## src/rtl/mpb_pkg.sv

```systemverilog
package mpb_pkg;

    localparam int PHY_W   = 5;
    localparam int REG_W   = 5;
    localparam int HALF_W  = 16;
    localparam int WORD_W  = 2 * HALF_W;
    localparam int PAGE_W  = 10;
    localparam int SUB_W   = 3;
    localparam int ADDR_W  = PAGE_W + SUB_W + (REG_W - 1) + 2;

    localparam logic [PHY_W-1:0] PAGE_PHY_ADDR = 5'h18;
    localparam logic [PHY_W-1:0] DATA_PHY_BASE = 5'h10;
    localparam logic [REG_W-1:0] PAGE_REG_NUM  = '0;

    typedef struct packed {
        logic              valid;
        logic [PHY_W-1:0]  phy;
        logic [REG_W-1:0]  regn;
        logic              wr;
        logic [HALF_W-1:0] data;
    } frame_t;

    typedef enum logic [2:0] {
        OP_NONE,
        OP_PAGE_WR,
        OP_PAGE_RD,
        OP_LO_WR,
        OP_HI_WR,
        OP_LO_RD,
        OP_HI_RD,
        OP_NULL_RD
    } op_e;

    function automatic logic op_is_read(op_e op);
        return (op == OP_PAGE_RD) || (op == OP_LO_RD) ||
               (op == OP_HI_RD)   || (op == OP_NULL_RD);
    endfunction

    function automatic logic [ADDR_W-1:0] join_addr(
        logic [PAGE_W-1:0] page,
        logic [SUB_W-1:0]  sub,
        logic [REG_W-1:0]  regn
    );
        return {page, sub, regn[REG_W-1:1], 2'b00};
    endfunction

endpackage

```

## src/rtl/mpb_decode.sv

```systemverilog
module mpb_decode
    import mpb_pkg::*;
(
    input  frame_t frm,
    output op_e    op
);
    logic hit_page;
    logic hit_data;

    assign hit_page = (frm.phy == PAGE_PHY_ADDR) && (frm.regn == PAGE_REG_NUM);
    assign hit_data = (frm.phy[PHY_W-1:SUB_W] == DATA_PHY_BASE[PHY_W-1:SUB_W]);

    always_comb begin
        op = OP_NONE;
        if (frm.valid) begin
            if (hit_data) begin
                unique case ({frm.wr, frm.regn[0]})
                    2'b10:   op = OP_LO_WR;
                    2'b11:   op = OP_HI_WR;
                    2'b00:   op = OP_LO_RD;
                    default: op = OP_HI_RD;
                endcase
            end else if (hit_page) begin
                op = frm.wr ? OP_PAGE_WR : OP_PAGE_RD;
            end else if (!frm.wr) begin
                op = OP_NULL_RD;
            end
        end
    end
endmodule

```

## src/rtl/mpb_page_reg.sv

```systemverilog
module mpb_page_reg
    import mpb_pkg::*;
(
    input  logic              clk,
    input  logic              rst,
    input  logic              load,
    input  logic [HALF_W-1:0] din,
    output logic [PAGE_W-1:0] page
);
    always_ff @(posedge clk) begin
        if (rst)
            page <= '0;
        else if (load)
            page <= din[PAGE_W-1:0];
    end

    AST_PAGE_TAKES_DATA: assert property (@(posedge clk) disable iff (rst)
        load |=> page == $past(din[PAGE_W-1:0]));

    AST_PAGE_HOLDS: assert property (@(posedge clk) disable iff (rst)
        !load |=> $stable(page));
endmodule

```

## src/rtl/mpb_halves.sv

```systemverilog
module mpb_halves
    import mpb_pkg::*;
(
    input  logic              clk,
    input  logic              rst,
    input  op_e               op,
    input  logic [HALF_W-1:0] wdata,
    input  logic [WORD_W-1:0] rdata,
    input  logic [PAGE_W-1:0] page,
    output logic [HALF_W-1:0] lo_buf,
    output logic              rsp_valid,
    output logic [HALF_W-1:0] rsp_data
);
    logic [HALF_W-1:0] hi_buf;

    always_ff @(posedge clk) begin
        if (rst) begin
            lo_buf    <= '0;
            hi_buf    <= '0;
            rsp_valid <= 1'b0;
            rsp_data  <= '0;
        end else begin
            if (op == OP_LO_WR)
                lo_buf <= wdata;
            if (op == OP_LO_RD)
                hi_buf <= rdata[WORD_W-1:HALF_W];
            rsp_valid <= op_is_read(op);
            unique case (op)
                OP_LO_RD:   rsp_data <= rdata[HALF_W-1:0];
                OP_HI_RD:   rsp_data <= hi_buf;
                OP_PAGE_RD: rsp_data <= HALF_W'(page);
                default:    rsp_data <= '0;
            endcase
        end
    end

    AST_HI_FROM_SAVED: assert property (@(posedge clk) disable iff (rst)
        (op == OP_HI_RD) |=> rsp_data == $past(hi_buf));

    AST_RSP_AFTER_READ: assert property (@(posedge clk) disable iff (rst)
        op_is_read(op) |=> rsp_valid);

    AST_NO_RSP_OTHERWISE: assert property (@(posedge clk) disable iff (rst)
        !op_is_read(op) |=> !rsp_valid);
endmodule

```

## src/rtl/mdio_paged_bridge.sv

```systemverilog
module mdio_paged_bridge
    import mpb_pkg::*;
(
    input  logic              clk,
    input  logic              rst,
    input  logic              frm_valid,
    input  logic [4:0]        frm_phy,
    input  logic [4:0]        frm_reg,
    input  logic              frm_write,
    input  logic [15:0]       frm_wdata,
    output logic              rsp_valid,
    output logic [15:0]       rsp_data,
    output logic [18:0]       bus_addr,
    output logic              bus_we,
    output logic [31:0]       bus_wdata,
    output logic              bus_rd,
    input  logic [31:0]       bus_rdata
);
    frame_t            frm;
    op_e               op;
    logic [PAGE_W-1:0] page;
    logic [HALF_W-1:0] lo_buf;

    assign frm = '{valid: frm_valid, phy: frm_phy, regn: frm_reg,
                   wr: frm_write, data: frm_wdata};

    mpb_decode u_decode (
        .frm (frm),
        .op  (op)
    );

    mpb_page_reg u_page (
        .clk  (clk),
        .rst  (rst),
        .load (op == OP_PAGE_WR),
        .din  (frm_wdata),
        .page (page)
    );

    mpb_halves u_halves (
        .clk       (clk),
        .rst       (rst),
        .op        (op),
        .wdata     (frm_wdata),
        .rdata     (bus_rdata),
        .page      (page),
        .lo_buf    (lo_buf),
        .rsp_valid (rsp_valid),
        .rsp_data  (rsp_data)
    );

    assign bus_addr  = join_addr(page, frm_phy[SUB_W-1:0], frm_reg);
    assign bus_we    = (op == OP_HI_WR);
    assign bus_rd    = (op == OP_LO_RD);
    assign bus_wdata = {frm_wdata, lo_buf};

    AST_STROBES_EXCLUSIVE: assert property (@(posedge clk) disable iff (rst)
        !(bus_we && bus_rd));

    AST_QUIET_WITHOUT_FRAME: assert property (@(posedge clk) disable iff (rst)
        !frm_valid |-> !bus_we && !bus_rd);

    AST_RESET_QUIET: assert property (@(posedge clk)
        $past(rst) |-> !rsp_valid);
endmodule

```

## config.mk

```make
export PLATFORM = sky130hd
export DESIGN_NAME = mdio_paged_bridge
export DESIGN_NICKNAME = d
export VERILOG_FILES = /design/src/rtl/mpb_pkg.sv /design/src/rtl/mpb_decode.sv /design/src/rtl/mpb_page_reg.sv /design/src/rtl/mpb_halves.sv /design/src/rtl/mdio_paged_bridge.sv
export SDC_FILE = /design/constraint.sdc
export NUM_CORES = 1
export LEC_CHECK = 0
export BUFFER_PORTS_ARGS = -buffer_cell sky130_fd_sc_hd__buf_2
export CORE_ASPECT_RATIO = 1.4
export CORE_MARGIN = 3
export CORE_UTILIZATION = 25
export DETAILED_ROUTE_END_ITERATION = 16
export GPL_TIMING_DRIVEN = 0
export HOLD_SLACK_MARGIN = 0.15
export PLACE_DENSITY_LB_ADDON = 0.12
export REMOVE_ABC_BUFFERS = 1
export SLEW_MARGIN = 20
export SYNTH_ARGS = -nofsm -noshare
export SYNTH_HDL_FRONTEND = slang
export SYNTH_SLANG_ARGS = --single-unit
```

## constraint.sdc

```tcl
create_clock -name clk -period 3.8 [get_ports clk]
set_clock_uncertainty 0.1 [all_clocks]
set_input_delay 0.57 -clock clk [delete_from_list [all_inputs] [get_ports clk]]
set_output_delay 0.57 -clock clk [all_outputs]
set_load 0.03 [all_outputs]
```

==> results of run 1 <==
## stage by stage
step / hold WS, ps / setup WS, ps / power, mW
2_1_floorplan: 348 / 676 / 0.736
3_3_place_gp: 357 / 26.9 / 0.847
3_5_place_dp: 359 / 49.6 / 0.849
4_1_cts: 336 / 45.4 / 1.67
5_1_grt: 343 / 48.3 / 1.71
6_report: 353 / 154 / 1.64
## synthesized netlist by cell type (2+ instances only)
library cell and count:
inv_1 3, nor2_1 3, o2bb2ai_1 10, nand2b_1 76, o211a_1 2, nand3b_1 2, buf_2 2, clkbuf_1 8
nor3_1 2, mux2i_1 53, buf_4 28, dfxtp_1 59, buf_6 4, a32o_1 7, ha_1 3
## worst max-delay path by stage
stage | from | end | cells past startpoint
after detailed placement | frm_reg[2] | bus_rd | 8
after global routing | frm_reg[2] | bus_rd | 9
after global placement | frm_reg[2] | bus_rd | 8
final | frm_reg[2] | bus_rd | 9
after CTS | frm_reg[2] | bus_rd | 8
after floorplan | frm_reg[2] | bus_we | 6
## timing repair
| action | CTS | global route |
|---|---|---|
| setup endpoints to repair | 0 | 1 |
| gates resized for setup | 0 | 1 |
| hold buffers | 0 | 0 |
## routing by layer
layer | global-route usage [%] | wire length (µm)
met5 | 0 | 0
met4 | 5.08 | 130
met3 | 3.23 | 450
met2 | 20.5 | 3680
met1 | 13.4 | 3170
## cells in the final DEF, fill, tap and decap left out, types with 2 or more instances in the layout
| cell | n |
|---|---|
| buf_2 | 128 |
| nand2b_1 | 76 |
| dfxtp_1 | 59 |
| mux2i_1 | 53 |
| o2bb2ai_1 | 10 |
| clkbuf_16 | 9 |
| a32o_1 | 7 |
| nor2_1 | 3 |
| inv_1 | 3 |
| ha_1 | 3 |
| clkinv_2 | 3 |
| nor3_1 | 2 |
| nand3b_1 | 2 |
| conb_1 | 2 |
## area by class of cell
class	count	area [µm²]
fillers	1226	7660
multi-input cells	174	1420
flip-flops and latches	59	1180
repair buffers	129	648
clock buffers	11	243
well taps	144	180
clock inverters	5	52.6
inverters	3	11.3
## state kept, by name (all words and copies together) (netlist names)
name / cells
u_halves.hi_buf: 16
u_halves.rsp_valid: 1
u_halves.lo_buf: 16
u_page.page: 10
u_halves.rsp_data: 16
## logic make-up (layout without fill, tap and decap cells)
family,after synthesis,in the layout
DFF,59,59
muxes,54,54
buffers and inverters,46,148
AOI/OAI and AO/OA,22,22
and+or+nand+nor,93,93
adders and majority gates,3,3
other,1,2
## power by group through the flow
| stage | registers, mW | clock network, mW | logic (mW) |
|---|---|---|---|
| 6_report | 0.636 | 0.805 | 0.195 |
| 5_1_grt | 0.637 | 0.860 | 0.213 |
| 4_1_cts | 0.636 | 0.831 | 0.200 |
| 3_5_place_dp | 0.649 | 0 | 0.199 |
| 3_3_place_gp | 0.649 | 0 | 0.198 |
| 2_1_floorplan | 0.665 | 0 | 0.0715 |
==> out/results.txt, run 1 <==
Status = finished clean
Die Wd = 97.3 µm
Initial DRC count = 50
Final Wtd Congestion = 0.714
Min-delay worst type = input pin to register
WL/cell = 14.1 µm
Gate Count Post-Synth = 278
Row cnt = 46
Startpoint types = input pin
CP top delay family = simple AND/OR/NAND/NOR gates
Max VDD drop = 0.000213 V
Area leader, netlist = dfxtp_1
Hold depth = 2
Hold Path Origin = bus_rdata[8]
Post-synthesis sequential area ratio = 40.4%
CTS Buf Count = 9
Slowest stage delay, CP = 510 ps
GRT Total Usage = 11.7%
Final count of negative-setup-slack endpoints = 0
Pleak = 1.70 nW
Main flop type after synthesis = dfxtp_1
CP endpoint kind = output port
Post-synthesis sequential element count = 59
Max-cap violations = 0
Synth unique cells = 31
Placed cell areas = 3430 µm²
Port bufs = 129
Mean post-synth cell area = 10.5 µm²
Post-synth EDFFs = 0
Sequential share of power = 38.9%
# IOs = 132
Reg2reg path depth = 2
Largest net degree at the start of global routing = 79
Yosys top cell area share = 40.4%
Fraction of the mapped netlist area in compound gates = 7.03%
Worst Path Required = 3130 ps
Final WL = 7.43 mm
Slew headroom = 36.2%
Clk slew on worst S/H paths = 50 ps
Die ar. = 13000 µm²
DRT antenna net count = 0
Comb pwr share = 11.9%
DIE HEIGHT = 134 µm
Worst r2r dst = u_halves.rsp_data[6]
Psw = 0.406 mW
Via count = 2229
Area Overhead vs Synth = 27.8%
RSZ-0062 raised after global routing = no
Clk buf depth = 2
Final core utilization = 32.8%
Crit-path most repeated cell = buf_2
Synth Cell Area = 2920 µm²
Core footprint = 11400 µm²
Final net count = 441
H-tree depth = 3
Clock share of power = 49.2%
Cell chosen for the clock root = clkbuf_16
Switching share of power = 24.8%
Post-Synth Simple-Gate Area = 21.3%
Worst-Margin Slew = 957 ps
Hpwl dp = 5.19 mm
Critical path's slowest cell = or4_1
First-pass GRT wire length = 12.1 mm
Final Non-Filler Cells = 525
Worst setup path class = input pin to output port
WP data arrival = 2980 ps
Min Clock Period, post-route = 3650 ps
GRT Residual Overflow = 0
FF-to-FF Start = u_page.page[6]
Internal power = 1.23 mW
Synthesis Warnings = 0
Final worst path period share = 95.9%
Fmax = 274 MHz
PwrDens = 438 nW/µm²
Clock Latency Late Sink = 320 ps
Antenna Cells = 0
Reg-to-reg setup timing slack = 2990 ps
Via density = 4.25
DRC violations left = 0
Async S/R FF share, synth = 0%
Clock sinks = 59
Max Transition Viols Final = 0
Most area-consuming cells after synthesis = dfxtp_1, mux2i_1, nand2b_1, buf_4, o2bb2ai_1
Buf+Inv Stages, Crit Path = 2
Post-Synth XOR/XNOR Area = 0%
CP max FO = 17
Fraction of layout cells with a size suffix above 1 = 39.9%
Worst-path cell chain = buf_2 -> or4_1 -> nor3_1 -> nand4_1 -> ha_1 -> nand2b_1 -> mux2i_2 -> and3_4 -> buf_2
Initial antenna violation count = 0
First drt pass iteration count = 6
Postcts setup bufs = 0
Vias in the first global route = 2364
Largest family of logic cells by synthesized area = simple AND/OR/NAND/NOR gates
CTS tree = done
WHS Endpoint = u_halves.rsp_data[8]
Post-Place Cells = 509
Fin. Hold Viols = 0
Initial Util = 25.6%
Sum Neg Setup Slack = 0 ps
Finished Cell Area = 3730 µm²
Mux share of post-synthesis cell area = 18.6%
Post-Synth Adder-Cell Area = 1.29%
Note: power is estimated with default switching activity, not from simulation.
==> inputs of run 2 (changes only) <==
- CORE_ASPECT_RATIO: 1.4 -> 0.9
==> out/results.txt, run 2 (synthesized netlist as in run 1, its figures left out) <==
Status = finished clean (unchanged)
Vias in the first global route = 2302 (was 2364)
Most common cell after layout, fill and taps aside = buf_2 (unchanged)
Most frequent cells in the layout = buf_2, nand2b_1, dfxtp_1, mux2i_1, o2bb2ai_1 (unchanged)
Finished Cell Area = 3780 µm² (was 3730 µm²)
Final WL = 7.50 mm (was 7.43 mm)
Internal power = 1.16 mW (was 1.23 mW)
Largest regs = u_halves.hi_buf: 16 flops, u_halves.lo_buf: 16 flops, u_halves.rsp_data: 16 flops (unchanged)
Cell chosen for the clock root = clkbuf_16 (unchanged)
Hold-fix buffers at CTS = 0 (unchanged)
DRT antenna net count = 0 (unchanged)
Slew headroom = 36.7% (was 36.2%)
WP data arrival = 2800 ps (was 2980 ps)
WL/cell = 13.9 µm (was 14.1 µm)
Antenna Cells = 0 (unchanged)
Die ar. = 13000 µm² (about the same)
Row cnt = 36 (was 46)
Clock Latency Late Sink = 320 ps (about the same)
Min-delay worst type = input pin to register (unchanged)
Initial Util = 26.2% (was 25.6%)
Filler cell count = 1179 (was 1226)
Worst setup path class = input pin to output port (unchanged)
CTS Buf Count = 9 (unchanged)
Final Wtd Congestion = 0.743 (was 0.714)
Comb pwr share = 12.4% (was 11.9%)
Initial DRC count = 123 (was 50)
Worst r2r dst = u_halves.rsp_data[6] (unchanged)
Worst Path Required = 3130 ps (about the same)
PwrDens = 423 nW/µm² (was 438 nW/µm²)
Final count of negative-setup-slack endpoints = 0 (unchanged)
Initial antenna violation count = 0 (unchanged)
Clock share of power = 47.9% (was 49.2%)
Max VDD drop = 0.000208 V (was 0.000213 V)
Switching share of power = 27.4% (was 24.8%)
Final net count = 448 (was 441)
Reg-to-reg setup timing slack = 2980 ps (was 2990 ps)
Area Overhead vs Synth = 29.6% (was 27.8%)
Startpoint types = input pin (unchanged)
DIE HEIGHT = 109 µm (was 134 µm)
Port bufs = 129 (unchanged)
GRT Total Usage = 11.9% (was 11.7%)
Critical Path End = bus_rd (unchanged)
Via density = 4.22 (was 4.25)
CP endpoint kind = output port (unchanged)
Hpwl dp = 5.10 mm (was 5.19 mm)
DRC violations left = 0 (unchanged)
RSZ-0062 raised after global routing = no (unchanged)
# IOs = 132 (unchanged)
Final Non-Filler Cells = 540 (was 525)
Reg2reg path depth = 2 (unchanged)
Worst-Margin Slew = 949 ps (was 957 ps)
GRT Residual Overflow = 0 (unchanged)
Fin. Hold Viols = 0 (unchanged)
Clk buf depth = 2 (unchanged)
Fmax = 289 MHz (was 274 MHz)
Core footprint = 11100 µm² (was 11400 µm²)
CTS tree = done (unchanged)
Max-cap violations = 0 (unchanged)
Die Wd = 120 µm (was 97.3 µm)
Psw = 0.439 mW (was 0.406 mW)
Via count = 2278 (was 2229)
Final worst path period share = 91.2% (was 95.9%)
First drt pass iteration count = 4 (was 6)
Clock sinks = 59 (unchanged)
H-tree depth = 3 (unchanged)
Post-Place Cells = 517 (was 509)
Max Transition Viols Final = 0 (unchanged)
Critical Path Start = frm_reg[2] (unchanged)
Clk slew on worst S/H paths = 60 ps (was 50 ps)
Pleak = 1.72 nW (was 1.70 nW)
Placed cell areas = 3440 µm² (was 3430 µm²)
First-pass GRT wire length = 12.1 mm (unchanged)
FF-to-FF Start = u_page.page[6] (unchanged)
Sequential share of power = 39.7% (was 38.9%)
Min Clock Period, post-route = 3470 ps (was 3650 ps)
CP max FO = 8 (was 17)
Fraction of layout cells with a size suffix above 1 = 41.2% (was 39.9%)
Largest net degree at the start of global routing = 79 (unchanged)
run 2: what timing repair did:
action,4_1_cts,5_1_grt
gates resized for setup,1,0
setup endpoints to repair,1,1
buffers inserted,0,7
pin swaps,0,1
run 2: area by class of cell:
| cell class | count | area, µm² | share of cell area [%] |
|---|---|---|---|
| timing repair buffer | 136 | 701 | 18.5 |
| clock buffer | 9 | 225 | 5.95 |
| clock inverter | 7 | 58.8 | 1.55 |
| inverter | 3 | 11.3 | 0.298 |
| tap | 152 | 190 | 5.03 |
| multi-input combinational | 174 | 1420 | 37.4 |
| sequential | 59 | 1180 | 31.2 |
run 2: worst min-delay path by stage:
stage / from / endpoint / slack [ps] / depth (start not counted)
2_1_floorplan: u_halves.hi_buf[0] / u_halves.hi_buf[0] / 350 / 2
3_5_place_dp: u_halves.lo_buf[5] / u_halves.lo_buf[5] / 360 / 2
3_3_place_gp: u_halves.lo_buf[12] / u_halves.lo_buf[12] / 360 / 2
5_1_grt: bus_rdata[7] / u_halves.rsp_data[7] / 350 / 2
4_1_cts: bus_rdata[1] / u_halves.rsp_data[1] / 330 / 2
6_report: bus_rdata[1] / u_halves.rsp_data[1] / 340 / 2
run 2: per-stage QoR:
stage	hold slack, ps	util (%)	total power [mW]	TNS, ps	setup slack, ps
after floorplan	348	-	0.736	0	676
after global placement	356	31.0	0.847	-1.94	-1.94
after detailed placement	359	31.0	0.848	0	9.03
after CTS	330	33.5	1.63	0	84.9
after global routing	348	34.0	1.68	0	208
final	344	34.0	1.60	0	334
run 2: power groups by stage:
stage / sequential [mW] / combinational (mW) / clock [mW]
finish: 0.636 / 0.199 / 0.766
global route: 0.637 / 0.217 / 0.823
CTS: 0.636 / 0.200 / 0.797
detailed placement: 0.649 / 0.199 / 0
global placement: 0.649 / 0.198 / 0
floorplan: 0.665 / 0.0715 / 0
run 2: per-layer routing:
layer | wire length (µm) | global-route usage [%]
met3 | 669 | 4.65
met2 | 3320 | 17.7
met5 | 0 | 0
met4 | 29 | 3.68
met1 | 3490 | 15.8
run 2: critical path, stage by stage:
cell	delay, ps
buf_2	100
or4_1	530
nor3_1	170
nand4_1	140
ha_1	350
nand2b_1	170
mux2i_2	250
and3_4	300
buf_2	220
==> inputs of run 3 (changes only) <==
- CORE_ASPECT_RATIO: 0.9 -> 0.75
==> out/results.txt, run 3 (synthesized netlist as in run 1, its figures left out) <==
Via count = 2222 (was 2278)
Worst Path Required = 3130 ps (about the same)
DIE HEIGHT = 99.6 µm (was 109 µm)
Worst-Margin Slew = 949 ps (about the same)
Filler cell count = 1175 (was 1179)
H-tree depth = 3 (unchanged)
Most common cell after layout, fill and taps aside = buf_2 (unchanged)
Cell chosen for the clock root = clkbuf_16 (unchanged)
Finished Cell Area = 3750 µm² (was 3780 µm²)
Slowest stage delay, CP = 510 ps (was 530 ps)
First drt pass iteration count = 4 (unchanged)
Status = finished clean (unchanged)
CP max FO = 17 (was 8)
Min Clock Period, post-route = 3650 ps (was 3470 ps)
CTS tree = done (unchanged)
Port bufs = 129 (unchanged)
Final WL = 7.45 mm (was 7.50 mm)
Worst-path cell chain = buf_2 -> or4_1 -> nor3_1 -> nand4_1 -> ha_1 -> nand2b_1 -> mux2i_2 -> and3_4 -> buf_2 (unchanged)
Final worst path period share = 95.9% (was 91.2%)
DRT antenna net count = 0 (unchanged)
Via density = 4.26 (was 4.22)
Fin. Hold Viols = 0 (unchanged)
# IOs = 132 (unchanged)
GRT Total Usage = 11.6% (was 11.9%)
Final Non-Filler Cells = 521 (was 540)
Min-delay worst type = input pin to register (unchanged)
Pleak = 1.70 nW (was 1.72 nW)
Slew headroom = 36.8% (was 36.7%)
Hold-fix buffers at CTS = 0 (unchanged)
Final count of negative-setup-slack endpoints = 0 (unchanged)
Antenna Cells = 0 (unchanged)
WP data arrival = 2980 ps (was 2800 ps)
Largest net degree at the start of global routing = 79 (unchanged)
RSZ-0062 raised after global routing = no (unchanged)
Max-cap violations = 0 (unchanged)
Clk slew on worst S/H paths = 50 ps (was 60 ps)
Hpwl dp = 5.00 mm (was 5.10 mm)
DRC violations left = 0 (unchanged)
Post-Place Cells = 505 (was 517)
Core footprint = 11100 µm² (about the same)
Crit-path most repeated cell = buf_2 (unchanged)
WL/cell = 14.3 µm (was 13.9 µm)
Clock sinks = 59 (unchanged)
Row cnt = 33 (was 36)
CP endpoint kind = output port (unchanged)
Sum Neg Setup Slack = 0 ps (unchanged)
Initial DRC count = 74 (was 123)
Fraction of layout cells with a size suffix above 1 = 39.9% (was 41.2%)
Clock Latency Late Sink = 330 ps (was 320 ps)
Fmax = 274 MHz (was 289 MHz)
Post-place setup slack = 20.7 ps (was 9.03 ps)
Initial antenna violation count = 0 (unchanged)
Initial Util = 26.2% (about the same)
Placed cell areas = 3430 µm² (was 3440 µm²)
Final net count = 441 (was 448)
CTS Buf Count = 9 (unchanged)
Die Wd = 131 µm (was 120 µm)
Max VDD drop = 0.000188 V (was 0.000208 V)
Startpoint types = input pin (unchanged)
Vias in the first global route = 2262 (was 2302)
Most frequent cells in the layout = buf_2, nand2b_1, dfxtp_1, mux2i_1, o2bb2ai_1 (unchanged)
GRT Residual Overflow = 0 (unchanged)
PwrDens = 449 nW/µm² (was 423 nW/µm²)
Max Transition Viols Final = 0 (unchanged)
Die ar. = 13000 µm² (about the same)
Final Wtd Congestion = 0.688 (was 0.743)
Critical path's slowest cell = or4_1 (unchanged)
Reg-to-reg setup timing slack = 3010 ps (was 2980 ps)
Largest regs = u_halves.hi_buf: 16 flops, u_halves.lo_buf: 16 flops, u_halves.rsp_data: 16 flops (unchanged)
Clk buf depth = 2 (unchanged)
Fin worst setup slack = 155 ps (was 334 ps)
First-pass GRT wire length = 11.5 mm (was 12.1 mm)
Worst setup path class = input pin to output port (unchanged)
Area Overhead vs Synth = 28.3% (was 29.6%)
[run 3: changes by cell type in the layout (fill, tap and decap cells not counted), sizes merged]
| cell | change |
|---|---|
| buf | -7 |
| clkinv | -1 |
| bufinv | +1 |
| clkbuf | +4 |
| inv | -4 |
[run 3: worst max-delay path, delay by kind of cell]
kind | cells | cell delay, ps
muxes | 1 | 250
adders and majority gates | 1 | 330
and+or+nand+nor | 5 | 1440
buffers and inverters | 2 | 370
[run 3: final cells by class]
cell class | instances | area, µm² | share of cell area [%]
sequential | 59 | 1180 | 31.5
multi-input combinational | 174 | 1420 | 37.8
timing repair buffer | 129 | 648 | 17.3
clock buffer | 13 | 270 | 7.21
clock inverter | 3 | 45.0 | 1.20
inverter | 3 | 11.3 | 0.301
tap | 140 | 175 | 4.67
[run 3: worst paths after layout]
kind / start / cells after the start / end
hold reg to reg: u_halves.lo_buf[12] / 2 / u_halves.lo_buf[12]
hold / removal: bus_rdata[5] / 2 / u_halves.rsp_data[5]
setup / recovery: frm_reg[2] / 9 / bus_rd
setup reg to reg: u_page.page[8] / 2 / u_halves.rsp_data[8]
[run 3: through the flow]
stage / total power [mW] / util [%] / hold slack (ps)
final: 1.68 / 33.6 / 340
after global routing: 1.75 / 33.6 / 337
after CTS: 1.71 / 33.6 / 329
after detailed placement: 0.847 / 30.8 / 359
after global placement: 0.847 / 30.8 / 356
after floorplan: 0.736 / - / 348
[run 3: power breakdown]
group / total [mW] / internal, mW / leakage, nW / switching (mW)
registers: 0.636 / 0.630 / 0.477 / 0.00590
clock network: 0.851 / 0.561 / 0.148 / 0.290
logic: 0.195 / 0.0783 / 1.07 / 0.117
[run 3: per-layer routing]
metal | part of all wire (%) | up-vias | track usage [%]
li1 | - | 1116 | -
met1 | 47 | 1006 | 14.5
met2 | 42 | 91 | 17.3
met3 | 9.8 | 9 | 5.90
met4 | 1.1 | 0 | 3.79
met5 | 0 | - | 0
[run 3: timing repair]
action,4_1_cts,5_1_grt
gates resized for setup,0,1
endpoints found under the setup margin,0,1
setup buffers,0,0
hold endpoints to repair,0,0
